[src/rtl/rbs_pkg.sv]
package rbs_pkg;

  // Width of a result tag carried on the tag and data buses.
  localparam int TAG_W  = 6;
  // Width of a functional-unit index (up to 8 units).
  localparam int UNIT_W = 3;

  // One future bus slot: who drives the data bus in that cycle.
  typedef struct packed {
    logic              busy;
    logic [UNIT_W-1:0] unit;
    logic [TAG_W-1:0]  tag;
  } slot_t;

  localparam slot_t SLOT_EMPTY = '0;

endpackage

[src/rtl/rbs_arbiter.sv]
// Grants requests against the current slot occupancy, lowest unit first.
module rbs_arbiter #(
  parameter int NUM_UNITS = 4,
  parameter int MAX_LAT   = 8,
  parameter int LAT_W     = 4
) (
  input  logic [NUM_UNITS-1:0]             req_valid,
  input  logic [NUM_UNITS*LAT_W-1:0]       req_lat,
  input  logic                             flush,
  input  logic [MAX_LAT:1]                 occ,
  output logic [NUM_UNITS-1:0]             grant,
  output logic [NUM_UNITS-1:0][MAX_LAT:1]  wr
);

  // One-hot latency per unit; bit 0 marks the illegal latency zero,
  // and values above MAX_LAT decode to all zeros.
  logic [NUM_UNITS-1:0][MAX_LAT:0] lat_oh;

  for (genvar u = 0; u < NUM_UNITS; u++) begin : g_dec
    for (genvar k = 0; k <= MAX_LAT; k++) begin : g_bit
      assign lat_oh[u][k] = (req_lat[u*LAT_W +: LAT_W] == LAT_W'(k));
    end
  end

  logic [MAX_LAT:0] claimed;

  always_comb begin
    claimed = {occ, 1'b1};
    grant   = '0;
    wr      = '0;
    for (int u = 0; u < NUM_UNITS; u++) begin
      grant[u] = req_valid[u] && !flush && (|(lat_oh[u] & ~claimed));
      if (grant[u]) begin
        claimed = claimed | lat_oh[u];
        wr[u]   = lat_oh[u][MAX_LAT:1];
      end
    end
  end

endmodule

[src/rtl/rbs_slot_ring.sv]
// Shift register of reserved bus slots. Slot j holds the owner of the
// data bus j cycles from now; slot 0 is the current data bus.
module rbs_slot_ring
  import rbs_pkg::*;
#(
  parameter int NUM_UNITS = 4,
  parameter int MAX_LAT   = 8
) (
  input  logic                             clk,
  input  logic                             rst_n,
  input  logic                             flush,
  input  logic [NUM_UNITS-1:0][MAX_LAT:1]  wr,
  input  logic [NUM_UNITS*TAG_W-1:0]       req_tag,
  output slot_t                            head,
  output logic [MAX_LAT:1]                 occ,
  output logic [TAG_W-1:0]                 next_tag
);

  slot_t slot_q [MAX_LAT];
  slot_t slot_d [MAX_LAT];
  slot_t view   [MAX_LAT+1];

  for (genvar j = 0; j < MAX_LAT; j++) begin : g_view
    assign view[j] = slot_q[j];
  end
  assign view[MAX_LAT] = SLOT_EMPTY;

  // A grant of latency k lands in slot k-1 after this edge, so it
  // reaches slot 0 exactly k cycles after the grant.
  always_comb begin
    for (int j = 0; j < MAX_LAT; j++) begin
      slot_d[j] = view[j+1];
      for (int u = 0; u < NUM_UNITS; u++) begin
        if (wr[u][j+1]) begin
          slot_d[j] = '{busy: 1'b1,
                        unit: UNIT_W'(u),
                        tag:  req_tag[u*TAG_W +: TAG_W]};
        end
      end
      if (flush) slot_d[j] = SLOT_EMPTY;
    end
  end

  for (genvar j = 0; j < MAX_LAT; j++) begin : g_slot
    always_ff @(posedge clk or negedge rst_n) begin
      if (!rst_n) slot_q[j] <= SLOT_EMPTY;
      else        slot_q[j] <= slot_d[j];
    end
  end

  for (genvar k = 1; k <= MAX_LAT; k++) begin : g_occ
    assign occ[k] = view[k].busy;
  end

  assign head     = view[0];
  assign next_tag = view[1].tag;

endmodule

[src/rtl/rbs_tag_drive.sv]
// Tag bus: the slot due next cycle, or a latency-1 grant made now.
module rbs_tag_drive
  import rbs_pkg::*;
#(
  parameter int NUM_UNITS = 4
) (
  input  logic                        next_busy,
  input  logic [TAG_W-1:0]            next_tag,
  input  logic [NUM_UNITS-1:0]        fast,
  input  logic [NUM_UNITS*TAG_W-1:0]  req_tag,
  input  logic                        flush,
  output logic                        tag_valid,
  output logic [TAG_W-1:0]            tag
);

  always_comb begin
    tag_valid = 1'b0;
    tag       = '0;
    if (!flush) begin
      if (next_busy) begin
        tag_valid = 1'b1;
        tag       = next_tag;
      end
      for (int u = 0; u < NUM_UNITS; u++) begin
        if (fast[u]) begin
          tag_valid = 1'b1;
          tag       = req_tag[u*TAG_W +: TAG_W];
        end
      end
    end
  end

endmodule

[src/rtl/rbs_result_sched.sv]
module rbs_result_sched
  import rbs_pkg::*;
#(
  parameter int NUM_UNITS = 4,
  parameter int MAX_LAT   = 8,
  localparam int LAT_W    = $clog2(MAX_LAT + 1)
) (
  input  logic                        clk,
  input  logic                        rst_n,
  input  logic                        flush,
  input  logic [NUM_UNITS-1:0]        req_valid,
  output logic [NUM_UNITS-1:0]        req_ready,
  input  logic [NUM_UNITS*LAT_W-1:0]  req_lat,
  input  logic [NUM_UNITS*TAG_W-1:0]  req_tag,
  output logic                        tag_bus_valid,
  output logic [TAG_W-1:0]            tag_bus_tag,
  output logic                        data_bus_valid,
  output logic [TAG_W-1:0]            data_bus_tag,
  output logic [UNIT_W-1:0]           data_bus_unit
);

  logic [MAX_LAT:1]                occ;
  logic [NUM_UNITS-1:0][MAX_LAT:1] wr;
  logic [NUM_UNITS-1:0]            fast;
  slot_t                           head;
  logic [TAG_W-1:0]                next_tag;

  rbs_arbiter #(
    .NUM_UNITS (NUM_UNITS),
    .MAX_LAT   (MAX_LAT),
    .LAT_W     (LAT_W)
  ) u_arb (
    .req_valid (req_valid),
    .req_lat   (req_lat),
    .flush     (flush),
    .occ       (occ),
    .grant     (req_ready),
    .wr        (wr)
  );

  rbs_slot_ring #(
    .NUM_UNITS (NUM_UNITS),
    .MAX_LAT   (MAX_LAT)
  ) u_ring (
    .clk      (clk),
    .rst_n    (rst_n),
    .flush    (flush),
    .wr       (wr),
    .req_tag  (req_tag),
    .head     (head),
    .occ      (occ),
    .next_tag (next_tag)
  );

  for (genvar u = 0; u < NUM_UNITS; u++) begin : g_fast
    assign fast[u] = wr[u][1];
  end

  rbs_tag_drive #(
    .NUM_UNITS (NUM_UNITS)
  ) u_tag (
    .next_busy (occ[1]),
    .next_tag  (next_tag),
    .fast      (fast),
    .req_tag   (req_tag),
    .flush     (flush),
    .tag_valid (tag_bus_valid),
    .tag       (tag_bus_tag)
  );

  assign data_bus_valid = head.busy;
  assign data_bus_tag   = head.tag;
  assign data_bus_unit  = head.unit;

endmodule

[config.mk]
export PLATFORM = sky130hd
export DESIGN_NAME = rbs_result_sched
export DESIGN_NICKNAME = d
export VERILOG_FILES = /design/src/rtl/rbs_pkg.sv /design/src/rtl/rbs_arbiter.sv /design/src/rtl/rbs_slot_ring.sv /design/src/rtl/rbs_tag_drive.sv /design/src/rtl/rbs_result_sched.sv
export SDC_FILE = /design/constraint.sdc
export NUM_CORES = 1
export LEC_CHECK = 0
export BUFFER_PORTS_ARGS = -buffer_cell sky130_fd_sc_hd__buf_2
export CAP_MARGIN = 20
export CORE_MARGIN = 2
export CORE_UTILIZATION = 55
export CTS_CLUSTER_SIZE = 30
export DETAILED_ROUTE_END_ITERATION = 12
export HOLD_SLACK_MARGIN = 0.15
export PLACE_DENSITY = 0.78
export SLEW_MARGIN = 20
export SYNTH_ARGS = -nofsm -noshare
export SYNTH_HDL_FRONTEND = slang
export SYNTH_SLANG_ARGS = --single-unit
export TNS_END_PERCENT = 20
[constraint.sdc]
create_clock -name clk -period 5.7 [get_ports clk]
set_input_delay 0.285 -clock clk [delete_from_list [all_inputs] [get_ports clk]]
set_output_delay 0.285 -clock clk [all_outputs]
set_load 0.03 [all_outputs]
==> impl_results.md <==
* Maxcap violations at 0
* Clock buffer depth at 2
* Max rail drop VDD at 0.1205 mV
* Gp weighted congestion at 0.9347
* Largest net degree at the start of global routing at 73
* Initial antenna violation count at 0
* Ports at 68
* CP max FO at 16
* Slew @ Worst Pin at 1.138 ns
* Vias at 5506
* Starting DRT DRC Count at 703
* Clock root buffer: clkbuf_8
* Diodes inserted at 0
* Reg clk slew, reported paths at 0.07 ns
* Number of global-route vias before repair at 5265
* RSZ-0062 raised after global routing: no
* Average cell area after synthesis at 8.302 µm²
* PortBufs at 66
* Finish-stage setup viols at 0
* Inst Count DP at 799
* DR pass1 iterations at 5
* Final TNS setup at 0 ns
* Complex-gate fraction of the synthesized area at 0.2501
* Slew margin rel. at 0.2381
* Hold Vio Cnt, Final at 0
* Worst hold-check path type: primary input to register
* Synth-to-layout area growth at 8.937%
* Main combinational cell family by area after synthesis: compound AO/OA/AOI/OAI gates
* Register area share after synthesis at 0.3283
* Synth cell types at 70
* Clock tree sinks at 72
* Prevailing post-synth register cell: dfrtp_1
* Crit Path Class: register to output port
* Nets at 726
* Max H-tree Level at 3
* Post-Syn Area at 5488 µm²
* Grt ovf at 0
* Fin cells at 817
* Share of layout cells above drive strength 1 at 0.1711
* TritonCTS clock tree: built
* DP HPWL at 12840 µm
* Detail Route Antenna Nets at 0
* Vias/cell at 6.739
* Routed len/inst at 22.17 µm
* Worst Hold Depth at 3
* Startpoint types: register
* Final Max Tran Viols at 0
* CP Cell Sequence: or3b_1 > a211oi_2 > o211ai_1 > a22oi_2 > a211o_1 > nand4_1 > and4b_1 > and3_1 > or4_1 > a21oi_1 > buf_2
* Initial Util at 0.5640
* Critical Path AT at 4.82 ns
* Drc violations at 0
* All-Layer GR Usage at 0.3366
* Syn Nets at 708
* Die width at 103.9 µm
* Drt total wl at 18110 µm
* Synth Area in Simple Gates at 0.2259
* Num CTS Buffers at 9
* Mux share of post-synthesis cell area at 0.1218
* Worst slack, placed at 0.9037 ns
* Minimum clock period at 5.106 ns
* Post-route worst setup slack at 0.5941 ns
* Yosys reg bits at 72
* Slowest cell on crit path: a211o_1
* PD cells at 201.7 nW/µm²
* Outcome: completed
* Final cycle utilization of the critical path at 0.8958
* Post-Route Utilization at 0.6145
* Max incr delay on CP at 0.55 ns
* Reg2Reg Depth at 10
* Max Freq at 0.1959 GHz
* Post-Synth XOR/XNOR Area at 0
* P_leak at 0.002533 µW
* Chip height at 103.9 µm
* Synth async-reset ratio at 1.000
* Row cnt at 36
* Yosys warns at 0
* Synth Area in Adders at 0
* Clk_lat worst skew at 0.36 ns
* Post-synth EDFFs at 0
* Die footprint at 10790 µm²
* Clk_skew at 0.01428 ns
* CP endpoint kind: output port
* Global-route wire length before repair at 28610 µm
* Instance count of the mapped netlist at 661
* # fillers at 865
* Core area at 9729 µm²
* CP required at 5.41 ns
## kinds of logic (layout without fill, tap and decap cells)
family | Yosys count | count (layout)
compound gates | 204 | 204
other cells | 1 | 1
simple gates | 234 | 234
buf+inv | 84 | 107
flops | 72 | 72
mux | 66 | 66
## critical path: cells and delay by family (launching register included)
family	cells	cell delay, ns
flip-flops	1	0.46
AO/OA/AOI/OAI	5	2.08
buffers and inverters	1	0.22
AND/OR/NAND/NOR	5	1.71
## cells in the mapped netlist (all sizes together) (5+ instances only)
cell,n,share of area
nand2b,14,0.016
mux2i,60,0.11
a21o,5,0.0071
a211oi,71,0.098
nand3,10,0.010
o21ai,25,0.023
a31oi,13,0.015
nor2b,13,0.015
clkbuf,38,0.027
a21oi,55,0.050
nor2,87,0.060
nor4,7,0.011
dfrtp,72,0.33
nor4b,5,0.012
a222oi,6,0.011
inv,12,0.0082
nand2,43,0.029
mux2,6,0.012
nor3,15,0.015
nand3b,5,0.0068
buf,34,0.038
## placed cells by master (no fill, tap or decap), drive strengths merged, types with 3 or more instances in the layout
cell,instances
a21o,5
or3,4
nor2b,13
nand3b,5
dfrtp,72
and2,4
nand3,10
buf,78
a222oi,6
a211o,3
a21boi,4
a22oi,3
a311oi,4
nor2,87
nor4b,5
clkbuf,11
bufinv,3
nor3b,4
nor3,15
a21oi,55
o21ai,25
nor4,7
nand2,43
a211oi,71
nand2b,14
inv,13
a31oi,13
or3b,3
mux2,6
mux2i,60
## report_power, final
| group | switching (µW) | internal [µW] | total, µW | leakage [µW] |
|---|---|---|---|---|
| combinational | 128 | 53.2 | 181 | 0.00141 |
| clock | 210 | 292 | 502 | 0.000118 |
| sequential | 4.04 | 519 | 523 | 0.00100 |
## sequential cells by signal (all words and copies together) (netlist names)
register	cells
u_ring.occ	7
u_ring.next_tag	6
u_ring.slot_q	50
u_ring.head	9
## per-layer routing
metal  vias up  part of all wire  GRT usage
li1       2454                 -          -
met1      2627              0.40     0.4468
met2       365              0.45     0.5329
met3        60              0.10    0.06642
met4         0             0.045     0.1535
met5         -                 0          0
## final timing paths
path | from | end | slack, ns
min | req_tag[21] | u_ring.slot_q[13] | 0.26
max in group asynchronous | rst_n | u_ring.head[2] | 4.47
max | u_ring.occ[4] | tag_bus_tag[3] | 0.59
min reg2reg | u_ring.slot_q[57] | u_ring.slot_q[67] | 0.55
min in group asynchronous | rst_n | u_ring.slot_q[5] | 0.61
max reg2reg | u_ring.occ[4] | u_ring.next_tag[1] | 1.16
## timing repair
action	in CTS	in global routing
gates resized for setup	0	0
setup buffers	0	0
endpoints found under the hold margin	72	0
hold buffers	1	0
endpoints found under the setup margin	0	0
## cell type report
type | count | area (µm²) | area share
clock buffer | 11 | 131.4 | 0.02198
clock inverter | 5 | 103.9 | 0.01737
inverter | 12 | 45.04 | 0.007535
multi-input combinational | 505 | 3297 | 0.5515
sequential | 72 | 1802 | 0.3014
tap | 133 | 166.4 | 0.02784
timing repair buffer | 79 | 432.9 | 0.07242
## through the flow
| stage | area (µm²) | hold WS (ns) | power, µW |
|---|---|---|---|
| detailed placement | 5718 | 0.4856 | 707.5 |
| global placement | 5718 | 0.4789 | 704.2 |
| CTS | 5963 | 0.2525 | 1201 |
| finish | 5978 | 0.2562 | 1206 |
| floorplan | 5488 | -0.01059 | 643.2 |
| global route | 5978 | 0.2746 | 1241 |
Power figures use the tool's default switching activity.
